**config.mk**
```make
export PLATFORM = sky130hd
export DESIGN_NAME = cmem_irq_vec
export DESIGN_NICKNAME = d
export VERILOG_FILES = /design/src/rtl/cmem_irq_pkg.sv /design/src/rtl/slot_flag_bank.sv /design/src/rtl/prio_vec_enc.sv /design/src/rtl/seq_ptr_unit.sv /design/src/rtl/cmem_irq_vec.sv
export SDC_FILE = /design/constraint.sdc
export NUM_CORES = 1
export LEC_CHECK = 0
export BUFFER_PORTS_ARGS = -buffer_cell sky130_fd_sc_hd__buf_2
export CORE_UTILIZATION = 63
export DETAILED_ROUTE_END_ITERATION = 7
export PLACE_DENSITY_LB_ADDON = 0.3
export SLEW_MARGIN = 15
export SYNTH_ARGS = -nofsm -noshare
export SYNTH_HDL_FRONTEND = slang
export SYNTH_SLANG_ARGS = --single-unit
```
**constraint.sdc**
```tcl
create_clock -name clk -period 3.54 [get_ports clk]
set_input_delay 0.531 -clock clk [delete_from_list [all_inputs] [get_ports clk]]
set_output_delay 0.531 -clock clk [all_outputs]
set_load 0.02 [all_outputs]
```
**src/rtl/cmem_irq_pkg.sv**
```systemverilog
package cmem_irq_pkg;
   localparam int VEC_NONE      = 0;
   localparam int VEC_OVW       = 2;
   localparam int VEC_TOV       = 4;
   localparam int VEC_SLOT_BASE = 6;

   function automatic int vec_width(input int n_slots);
      return $clog2(VEC_SLOT_BASE + 2 * n_slots);
   endfunction
endpackage

```
**src/rtl/slot_flag_bank.sv**
```systemverilog
module slot_flag_bank #(
   parameter int NUM_SLOTS = 16,
   parameter int DATA_W    = 12,
   localparam int IDX_W    = $clog2(NUM_SLOTS)
) (
   input  logic                 clk,
   input  logic                 rst_n,
   input  logic                 wr,
   input  logic [IDX_W-1:0]     wr_idx,
   input  logic [DATA_W-1:0]    wr_data,
   input  logic                 rd,
   input  logic [IDX_W-1:0]     rd_idx,
   output logic [DATA_W-1:0]    rd_data,
   input  logic [NUM_SLOTS-1:0] clr_mask,
   input  logic                 clr_ovw,
   output logic [NUM_SLOTS-1:0] flags,
   output logic                 ovw
);
   logic [DATA_W-1:0]    mem_q [NUM_SLOTS];
   logic [NUM_SLOTS-1:0] flag_q;
   logic [NUM_SLOTS-1:0] unread_q;
   logic                 ovw_q;

   for (genvar g = 0; g < NUM_SLOTS; g++) begin : g_slot
      logic hit_wr, hit_rd;
      assign hit_wr = wr && (wr_idx == IDX_W'(g));
      assign hit_rd = rd && (rd_idx == IDX_W'(g));

      always_ff @(posedge clk or negedge rst_n) begin
         if (!rst_n) begin
            flag_q[g]   <= 1'b0;
            unread_q[g] <= 1'b0;
            mem_q[g]    <= '0;
         end else if (hit_wr) begin
            flag_q[g]   <= 1'b1;
            unread_q[g] <= 1'b1;
            mem_q[g]    <= wr_data;
         end else begin
            if (hit_rd)
               unread_q[g] <= 1'b0;
            if (hit_rd || clr_mask[g])
               flag_q[g] <= 1'b0;
         end
      end
   end

   always_ff @(posedge clk or negedge rst_n) begin
      if (!rst_n)
         ovw_q <= 1'b0;
      else if (wr && unread_q[wr_idx])
         ovw_q <= 1'b1;
      else if (clr_ovw)
         ovw_q <= 1'b0;
   end

   assign rd_data = mem_q[rd_idx];
   assign flags   = flag_q;
   assign ovw     = ovw_q;


   a_r2_wr_sets_flag: assert property (@(posedge clk) disable iff (!rst_n)
      wr |=> flag_q[$past(wr_idx)]);

   a_r3_rd_clears_flag: assert property (@(posedge clk) disable iff (!rst_n)
      (rd && !(wr && wr_idx == rd_idx)) |=> !flag_q[$past(rd_idx)]);

   a_r4_overwrite_seen: assert property (@(posedge clk) disable iff (!rst_n)
      (wr && unread_q[wr_idx]) |=> ovw_q);
endmodule

```
**src/rtl/prio_vec_enc.sv**
```systemverilog
module prio_vec_enc
   import cmem_irq_pkg::*;
#(
   parameter int NUM_SLOTS = 16,
   localparam int VEC_W    = vec_width(NUM_SLOTS)
) (
   input  logic [NUM_SLOTS-1:0] slot_pend,
   input  logic                 ovw_pend,
   input  logic                 tov_pend,
   output logic [VEC_W-1:0]     vec
);
   always_comb begin
      vec = VEC_W'(VEC_NONE);
      for (int k = NUM_SLOTS - 1; k >= 0; k--) begin
         if (slot_pend[k])
            vec = VEC_W'(VEC_SLOT_BASE + 2 * k);
      end
      if (tov_pend)
         vec = VEC_W'(VEC_TOV);
      if (ovw_pend)
         vec = VEC_W'(VEC_OVW);
   end
endmodule

```
**src/rtl/seq_ptr_unit.sv**
```systemverilog
module seq_ptr_unit #(
   parameter int NUM_SLOTS = 16,
   localparam int IDX_W    = $clog2(NUM_SLOTS)
) (
   input  logic                 clk,
   input  logic                 rst_n,
   input  logic                 go,
   input  logic [IDX_W-1:0]     start_ptr,
   input  logic [NUM_SLOTS-1:0] eos,
   input  logic                 step,
   output logic [IDX_W-1:0]     ptr,
   output logic                 active
);
   logic [IDX_W-1:0] ptr_q;
   logic             act_q;

   always_ff @(posedge clk or negedge rst_n) begin
      if (!rst_n) begin
         ptr_q <= '0;
         act_q <= 1'b0;
      end else if (go) begin
         ptr_q <= start_ptr;
         act_q <= 1'b1;
      end else if (act_q && step) begin
         if (eos[ptr_q])
            act_q <= 1'b0;
         else
            ptr_q <= ptr_q + 1'b1;
      end
   end

   assign ptr    = ptr_q;
   assign active = act_q;


   a_r9_advance_wraps: assert property (@(posedge clk) disable iff (!rst_n)
      (act_q && step && !go && !eos[ptr_q]) |=> (ptr_q == $past(ptr_q) + 1'b1) && act_q);
   a_r9_stops_at_eos: assert property (@(posedge clk) disable iff (!rst_n)
      (act_q && step && !go && eos[ptr_q]) |=> !act_q);
endmodule

```
**src/rtl/cmem_irq_vec.sv**
```systemverilog
module cmem_irq_vec
   import cmem_irq_pkg::*;
#(
   parameter int NUM_SLOTS = 16,
   parameter int DATA_W    = 12,
   localparam int IDX_W    = $clog2(NUM_SLOTS),
   localparam int VEC_W    = vec_width(NUM_SLOTS)
) (
   input  logic                 clk,
   input  logic                 rst_n,
   input  logic                 res_wr,
   input  logic [IDX_W-1:0]     res_wr_idx,
   input  logic [DATA_W-1:0]    res_wr_data,
   input  logic                 res_rd,
   input  logic [IDX_W-1:0]     res_rd_idx,
   output logic [DATA_W-1:0]    res_rd_data,
   input  logic [NUM_SLOTS-1:0] flag_clr,
   input  logic [NUM_SLOTS-1:0] slot_ie,
   input  logic                 ovw_ie,
   input  logic                 tov_ie,
   input  logic                 conv_req,
   input  logic                 conv_busy,
   input  logic                 vec_acc,
   input  logic                 seq_go,
   input  logic [IDX_W-1:0]     seq_start_ptr,
   input  logic [NUM_SLOTS-1:0] seq_eos,
   input  logic                 seq_step,
   output logic [NUM_SLOTS-1:0] slot_flags,
   output logic                 ovw_flag,
   output logic                 tov_flag,
   output logic                 irq,
   output logic [VEC_W-1:0]     vec,
   output logic [IDX_W-1:0]     seq_ptr,
   output logic                 seq_active
);
   if (NUM_SLOTS < 2 || (1 << IDX_W) != NUM_SLOTS) begin : g_bad_slots
      $error("NUM_SLOTS must be a power of two, at least 2");
   end
   if (DATA_W < 1) begin : g_bad_width
      $error("DATA_W must be positive");
   end

   logic tov_q;
   logic ack_ovw, ack_tov;

   assign ack_ovw = vec_acc && (vec == VEC_W'(VEC_OVW));
   assign ack_tov = vec_acc && (vec == VEC_W'(VEC_TOV));

   slot_flag_bank #(.NUM_SLOTS(NUM_SLOTS), .DATA_W(DATA_W)) bank_i (
      .clk      (clk),
      .rst_n    (rst_n),
      .wr       (res_wr),
      .wr_idx   (res_wr_idx),
      .wr_data  (res_wr_data),
      .rd       (res_rd),
      .rd_idx   (res_rd_idx),
      .rd_data  (res_rd_data),
      .clr_mask (flag_clr),
      .clr_ovw  (ack_ovw),
      .flags    (slot_flags),
      .ovw      (ovw_flag)
   );

   always_ff @(posedge clk or negedge rst_n) begin
      if (!rst_n)
         tov_q <= 1'b0;
      else if (conv_req && conv_busy)
         tov_q <= 1'b1;
      else if (ack_tov)
         tov_q <= 1'b0;
   end
   assign tov_flag = tov_q;

   prio_vec_enc #(.NUM_SLOTS(NUM_SLOTS)) enc_i (
      .slot_pend (slot_flags & slot_ie),
      .ovw_pend  (ovw_flag && ovw_ie),
      .tov_pend  (tov_q && tov_ie),
      .vec       (vec)
   );

   assign irq = (|(slot_flags & slot_ie)) || (ovw_flag && ovw_ie) || (tov_q && tov_ie);

   seq_ptr_unit #(.NUM_SLOTS(NUM_SLOTS)) seq_i (
      .clk       (clk),
      .rst_n     (rst_n),
      .go        (seq_go),
      .start_ptr (seq_start_ptr),
      .eos       (seq_eos),
      .step      (seq_step),
      .ptr       (seq_ptr),
      .active    (seq_active)
   );


   a_r5_tov_on_busy_req: assert property (@(posedge clk) disable iff (!rst_n)
      (conv_req && conv_busy) |=> tov_flag);

   a_r7_acc_keeps_slots: assert property (@(posedge clk) disable iff (!rst_n)
      (vec_acc && !res_wr && !res_rd && flag_clr == '0) |=> slot_flags == $past(slot_flags));
   a_r7_acc_ovw_clears: assert property (@(posedge clk) disable iff (!rst_n)
      (vec_acc && vec == VEC_W'(VEC_OVW) && !res_wr) |=> !ovw_flag);

   a_r8_irq_matches_vec: assert property (@(posedge clk) disable iff (!rst_n)
      irq == (vec != '0));
endmodule

```
==> reports/qor.csv, run 1 <==
metric,value,unit
drt-vias-per-instance,6.44,
cts_buffer_depth,3,
post_cts_resized,0,
clock.fmax,341,MHz
drc,0,
cts_tree,done,
diodes,0,
slew_headroom,31.0,%
start_kind,primary input,
finalCritPeriodShare,82.9,%
final_common_cell,dfrtp_1,
report.final.slew_viol_count,0,
cts_setup_buffers,0,
clkTransAtPathRegs,0.06,ns
drive_above_1_share,40.7,%
critical_path.max_fanout,26,
hold_violations,0,
syn_area_per_cell,14.5,sq um
cts_max_level,1,
core_area,16700,sq um
first_pass_iters,5,
clock-sinks,231,
netlist_area,10900,sq um
reg2regPathDepth,6,
drt-total-wl,25800,um
die_area,17800,sq um
worstPathArrival,2.40,ns
grt_first_pass_wirelength,42000,um
synth_edf_count,0,
wl_per_cell,23.5,um
grt_pass1_vias,7442,
tns,0,ns
irDropWorstVdd,0.555,mV
ys_seq_area_share,53.2,%
syn_to_final_growth,15.7,%
vias,7074,
cap_violations,0,
cts_root_buffer,clkbuf_16,
ys_warn_count,0,
multi_input_area,4790,sq um
layout.nets,948,
synthArstFlopShare,100,%
die_h,133,um
crit_path_end_kind,output pin,
rsz0062_at_grt,false,
p_per_area,611,nW/um^2
min_path_type,in2async,
rr_startpoint,seq_i.ptr[1],
min_period,2.93,ns
status,"finished, final reports clean",
synth_nets,831,
final_cell_mix,"231 x dfrtp_1, 121 x buf_2, 98 x mux2_2",
port_buffers,123,
fin_worst_skew,0.00607,ns
r2r_setup_slack,1.55,ns
overflow,0,
post-route-util,75.3,%
tightest_slew,1.03,ns
cts-buffers-inserted,23,
postRouteAntennaNets,0,
grt.total_usage,31.0,%
synth_flop_cell,dfrtp_1,
finalSetupViolCount,0,
drt_iter0_drc,561,
power.total,7.68,mW
ys_ff_latch,231,
leakagePower,5.72,nW
gp_congestion,1.00,
required,3.01,ns
dp_hpwl,16600,um
rows,47,
yosysUniqueCellTypes,51,
path_class,in2out,
grt_max_degree,109,
antenna_found_initial,1,
fp.dieW,133,um
ios,125,
worst_r2r_endpoint,seq_i.ptr[2],
syn_inst,747,
initial_utilization,65.1,%
seqCellArea,5780,sq um
worst_skew_pair.late_latency,0.50,ns
cts_hold_buf,0,
fill_cells,1006,
[flip-flops by register name, indices dropped and copies added, names as in the netlist]
| register | count |
|---|---|
| bank_i.mem_q | 192 |
| bank_i.flags | 16 |
| bank_i.unread_q | 16 |
| seq_i.ptr | 4 |
| bank_i.ovw | 1 |
| seq_i.active | 1 |
| tov_flag | 1 |
[worst max-delay path, cell delays in order]
cell	delay, ns
buf_4	0.42
buf_12	0.25
mux4_2	0.52
mux4_2	0.48
buf_2	0.18
[worst max path at each step]
stage,cells after the start,to,from,slack [ns]
3_5_place_dp,4,res_rd_data[9],res_rd_idx[1],0.46
3_3_place_gp,4,res_rd_data[9],res_rd_idx[1],0.52
5_1_grt,5,res_rd_data[7],res_rd_idx[0],0.49
4_1_cts,4,res_rd_data[4],res_rd_idx[1],0.46
6_report,5,res_rd_data[7],res_rd_idx[0],0.61
2_1_floorplan,4,res_rd_data[11],res_rd_idx[0],0.94
[power by group]
group          internal [mW]  switching, mW
Sequential              3.22          0.349
Combinational          0.833          0.618
Clock                   1.68          0.990
[logic make-up after synthesis]
family / after synthesis / share of synthesized area [%]
AO/OA/AOI/OAI: 68 / 4.27
XOR/XNOR: 3 / 0.242
adder cells (fa/ha/maj): 1 / 0.115
buffers and inverters: 67 / 2.69
flip-flops: 231 / 53.2
multiplexers: 264 / 34.4
other: 1 / 0.0345
AND/OR/NAND/NOR: 112 / 5.08
[synthesized netlist by cell type (2+ instances only)]
cell,n,area [sq um]
nor3b_1,2,15.0
nor2_1,18,67.6
nor2b_1,7,43.8
nand2b_1,5,31.3
buf_2,24,120
mux2_2,98,1100
o211ai_1,2,15.0
nand3_1,6,30.0
a22oi_1,6,45.0
mux2i_1,4,40.0
o21ai_0,19,95.1
xor2_1,2,17.5
nand3b_1,10,75.1
a31oi_1,2,12.5
a31o_2,5,43.8
a21o_1,8,60.1
nand2_1,48,180
or3_1,4,25.0
mux4_2,68,1530
clkbuf_1,27,101
a22o_1,4,35.0
inv_1,13,48.8
o21ai_1,4,20.0
dfrtp_1,231,5780
and2_1,2,12.5
a32oi_1,3,26.3
and3b_1,2,17.5
a21oi_1,6,30.0
nand4_1,2,12.5
mux2_1,94,1060
[layer usage]
layer	up-vias	share of wire [%]	track usage, %
met2	310	51	52.1
li1	3007	-	-
met4	2	2.4	9.41
met5	-	0.039	0
met3	56	6.1	4.57
met1	3699	41	42.3
[stage by stage]
| stage | hold slack, ns | instances | setup slack, ns | area, sq um |
|---|---|---|---|---|
| after floorplan | 0.235 | 747 | 0.937 | 10900 |
| after global placement | 0.455 | 1058 | 0.522 | 11700 |
| after detailed placement | 0.466 | 1058 | 0.458 | 11700 |
| after CTS | 0.125 | 1098 | 0.460 | 12600 |
| after global routing | 0.145 | 1099 | 0.490 | 12600 |
| final | 0.0882 | 1099 | 0.607 | 12600 |
[final cells by class]
cell class | count | area share [%]
timing repair buffer | 146 | 6.67
tap | 220 | 2.19
multi-input combinational | 449 | 38.1
inverter | 13 | 0.388
sequential | 231 | 46.0
clock buffer | 31 | 5.29
clock inverter | 9 | 1.38
Note: power is estimated with default switching activity, not from simulation.
==> run 2: changes to the inputs <==
Settings changed: ABC_AREA set to 1, CORE_UTILIZATION 63 to 52.
Clock period 3.54 ns to 2.36 ns, I/O delays scaled along.
==> reports/qor.csv, run 2 <==
metric,value,unit,change
rr_startpoint,seq_i.ptr[0],,was seq_i.ptr[1]
path_class,reg2out,,was in2out
clock-sinks,231,,unchanged
initial_utilization,53.7,%,was 65.1%
postRouteAntennaNets,0,,unchanged
gp_congestion,0.934,,was 1.00
crit_path_end_kind,output pin,,unchanged
dp_cells,1482,,was 1058
rows,50,,was 47
cts_buffer_depth,3,,unchanged
ys_ff_latch,231,,unchanged
finalCritPeriodShare,102,%,
yosysUniqueCellTypes,32,,was 51
dp_hpwl,18200,um,was 16600 um
crit_family,simple AND/OR/NAND/NOR gates,,was multiplexers
synth_top_area_share,57.0,%,was 53.2%
critical_path.startpoint,bank_i.flags[14],,was res_rd_idx[0]
hp-start,flag_clr[2],,
grt_first_pass_wirelength,47000,um,was 42000 um
fp.dieW,142,um,was 133 um
cts_root_buffer,clkbuf_16,,unchanged
cts_tree,done,,unchanged
overflow,0,,unchanged
hold_violations,0,,unchanged
first_pass_iters,6,,was 5
clock.fmax,414,MHz,
status,"finished, violations left",,"was finished, final reports clean"
required,2.01,ns,was 3.01 ns
violations,setup timing,,
ios,125,,unchanged
ys_warn_count,0,,unchanged
r2r_setup_slack,0.57,ns,was 1.55 ns
drt_iter0_drc,788,,was 561
final_cell_mix,"283 x nand2_1, 231 x dfrtp_1, 194 x o21ai_0",,"was 231 x dfrtp_1, 121 x buf_2, 98 x mux2_2"
worst_r2r_endpoint,seq_i.ptr[1],,was seq_i.ptr[2]
crit_path_top_delay_cell,dfrtp_1,,was mux4_2
cp.buffers_inverters,2,,was 3
synth_commonest_cells,"286 x nand2_1, 231 x dfrtp_1, 194 x o21ai_0",,"was 231 x dfrtp_1, 98 x mux2_2, 94 x mux2_1"
cap_violations,0,,unchanged
core_area,18900,sq um,was 16700 sq um
syn_inst,1136,,was 747
drt-vias-per-instance,5.91,,was 6.44
synth_edf_count,0,,unchanged
rsz0062_at_grt,true,,was false
hold_depth,2,,
leakagePower,5.80,nW,was 5.72 nW
layout.nets,1336,,was 948
yosys.area.top_type,dfrtp_1,,unchanged
min_period,2.41,ns,
synthArstFlopShare,100,%,unchanged
port_buffers,123,,unchanged
grt_max_degree,68,,was 109
syn_area_per_cell,8.92,sq um,was 14.5 sq um
cts_max_level,1,,unchanged
synth_nets,1220,,was 831
synthTopCellsByArea,"dfrtp_1 57%, nand2_1 11%, o21ai_0 9.6%, a22oi_1 7.4%, a21oi_1 2.5%",,"was dfrtp_1 53%, mux4_2 14%, mux2_2 10%, mux2_1 9.7%, nand2_1 1.7%"
clkTransAtPathRegs,0.07,ns,was 0.06 ns
dpl_cell_area,11200,sq um,was 11700 sq um
reg2regPathDepth,8,,was 6
largest_reg_flops,192,,unchanged
fill_cells,1574,,was 1006
syn_to_final_growth,19.4,%,was 15.7%
stdcell_area,12100,sq um,was 12600 sq um
p_per_area,918,nW/um^2,was 611 nW/um^2
max_stage_delay,0.39,ns,was 0.52 ns
critical_path.max_fanout,2,,was 26
cts-buffers-inserted,24,,was 23
drc,0,,unchanged
grt.total_usage,30.2,%,was 31.0%
final_common_cell,nand2_1,,was dfrtp_1
synth_flop_cell,dfrtp_1,,unchanged
grt_pass1_vias,8894,,was 7442
drt-total-wl,29200,um,was 25800 um
worstPathCellList,nand2_2 > inv_2 > nand2_2 > nand2_1 > nand2_1 > nand2_1 > nand2_1 > nand2_1 > nand2_1 > nand2_1 > nand2_1 > nand2_1 > nand2_1 > nand2_1 > nand2_1 > nand2_1 > nand2_1 > nand2_1 > buf_6,,was buf_4 > buf_12 > mux4_2 > mux4_2 > buf_2
final_cells,1529,,was 1099
worstPathArrival,2.06,ns,was 2.40 ns
regMostFlops,bank_i.mem_q,,unchanged
synth_most_common_cell,nand2_1,,was dfrtp_1
holdPathEnd,bank_i.flags[2],,
vias,9035,,was 7074
start_kind,flop,,was primary input
die_h,142,um,was 133 um
antenna_found_initial,0,,was 1
diodes,0,,unchanged
die_area,20100,sq um,was 17800 sq um
wl_per_cell,19.1,um,was 23.5 um
irDropWorstVdd,0.611,mV,was 0.555 mV
tightest_slew,0.658,ns,was 1.03 ns
finalSetupViolCount,1,,was 0
fin_worst_skew,0.00572,ns,was 0.00607 ns
min_path_type,in2reg,,was in2async
cp_common_cell,nand2_1,,was mux4_2
netlist_area,10100,sq um,was 10900 sq um
setup_slack,-0.0536,ns,was 0.607 ns
worst_skew_pair.late_latency,0.51,ns,was 0.50 ns
report.final.slew_viol_count,0,,unchanged
drive_above_1_share,18.0,%,was 40.7%
slew_headroom,56.1,%,was 31.0%
ys_seq_area_share,57.0,%,was 53.2%
==> run 2: cell count changes after synthesis, moves of 32 or more <==
| cell | before | now |
|---|---|---|
| o21ai_0 | 19 | 194 |
| nor2_1 | 18 | 52 |
| inv_1 | 13 | 53 |
| clkbuf_1 | 27 | 59 |
| a22oi_1 | 6 | 100 |
| mux4_2 | 68 | 0 |
| mux2_1 | 94 | 0 |
| mux2_2 | 98 | 0 |
| nand2_1 | 48 | 286 |
| a21oi_1 | 6 | 51 |
==> run 2: power by group <==
part	internal, mW	switching (mW)
Sequential	4.74	0.493
Combinational	0.775	1.14
Clock	2.42	1.54
==> run 2: how the worst max path moves through the flow <==
| stage | depth (start not counted) | endpoint | slack, ns |
|---|---|---|---|
| after floorplan | 7 | res_rd_data[10] | 0.48 |
| after CTS | 19 | vec[1] | -0.06 |
| final | 19 | vec[1] | -0.05 |
| after detailed placement | 8 | res_rd_data[4] | 0.1 |
| after global routing | 19 | vec[1] | -0.17 |
| after global placement | 8 | res_rd_data[4] | 0.1 |
==> run 2: cell families after synthesis <==
kind of cell | count (synthesis) | share of synthesized area (%)
compound gates | 405 | 23.4
buf+inv | 136 | 5.33
flops | 231 | 57.0
other cells | 1 | 0.0370
simple gates | 362 | 14.1
fa+ha+maj | 1 | 0.123
==> run 2: repair_timing <==
| item | 4_1_cts | 5_1_grt |
|---|---|---|
| buffers inserted | 3 | 0 |
| hold buffers | 1 | 0 |
| resized for setup | 5 | 10 |
| setup endpoints to repair | 1 | 7 |
| gates cloned | 0 | 0 |
| hold endpoints to repair | 62 | 0 |
| pin swaps | 3 | 3 |
==> run 2: worst reg2reg max path, cell delays in order (launching register included) <==
cell	delay, ns
dfrtp_1	0.59
inv_4	0.10
o21ai_0	0.21
o221ai_1	0.13
o211ai_1	0.11
o31ai_2	0.13
o21ai_2	0.23
nor2_1	0.06
a31oi_1	0.14
==> run 2: cell type report <==
class	count	area (sq um)	area share, %
clock buffer	35	713	5.89
clock inverter	8	115	0.951
inverter	66	250	2.07
multi-input combinational	769	3880	32.0
sequential	231	5780	47.8
tap	260	325	2.69
timing repair buffer	160	1040	8.59
==> run 2: stage by stage <==
stage / setup slack [ns] / hold WS, ns / power (mW) / setup TNS [ns] / utilization [%]
finish: -0.0536 / 0.0175 / 11.1 / -0.0536 / 64.0
global route: -0.167 / 0.0158 / 11.6 / -0.295 / 64.0
CTS: -0.0611 / 0.0145 / 11.1 / -0.0611 / 63.8
detailed placement: 0.0962 / 0.345 / 7.15 / 0 / 59.2
floorplan: 0.481 / 0.0584 / 6.43 / 0 / -
global placement: 0.0999 / 0.348 / 7.06 / 0 / 59.2
==> run 2: routing by layer <==
| layer | part of all wire (%) | wire length [um] | vias to the layer above | track usage, % |
|---|---|---|---|---|
| li1 | - | - | 4131 | - |
| met1 | 41 | 12100 | 4379 | 40.7 |
| met2 | 47 | 13600 | 458 | 50.1 |
| met3 | 8.7 | 2530 | 67 | 5.10 |
| met4 | 3.1 | 918 | 0 | 9.90 |
| met5 | 0 | 0 | - | 0 |
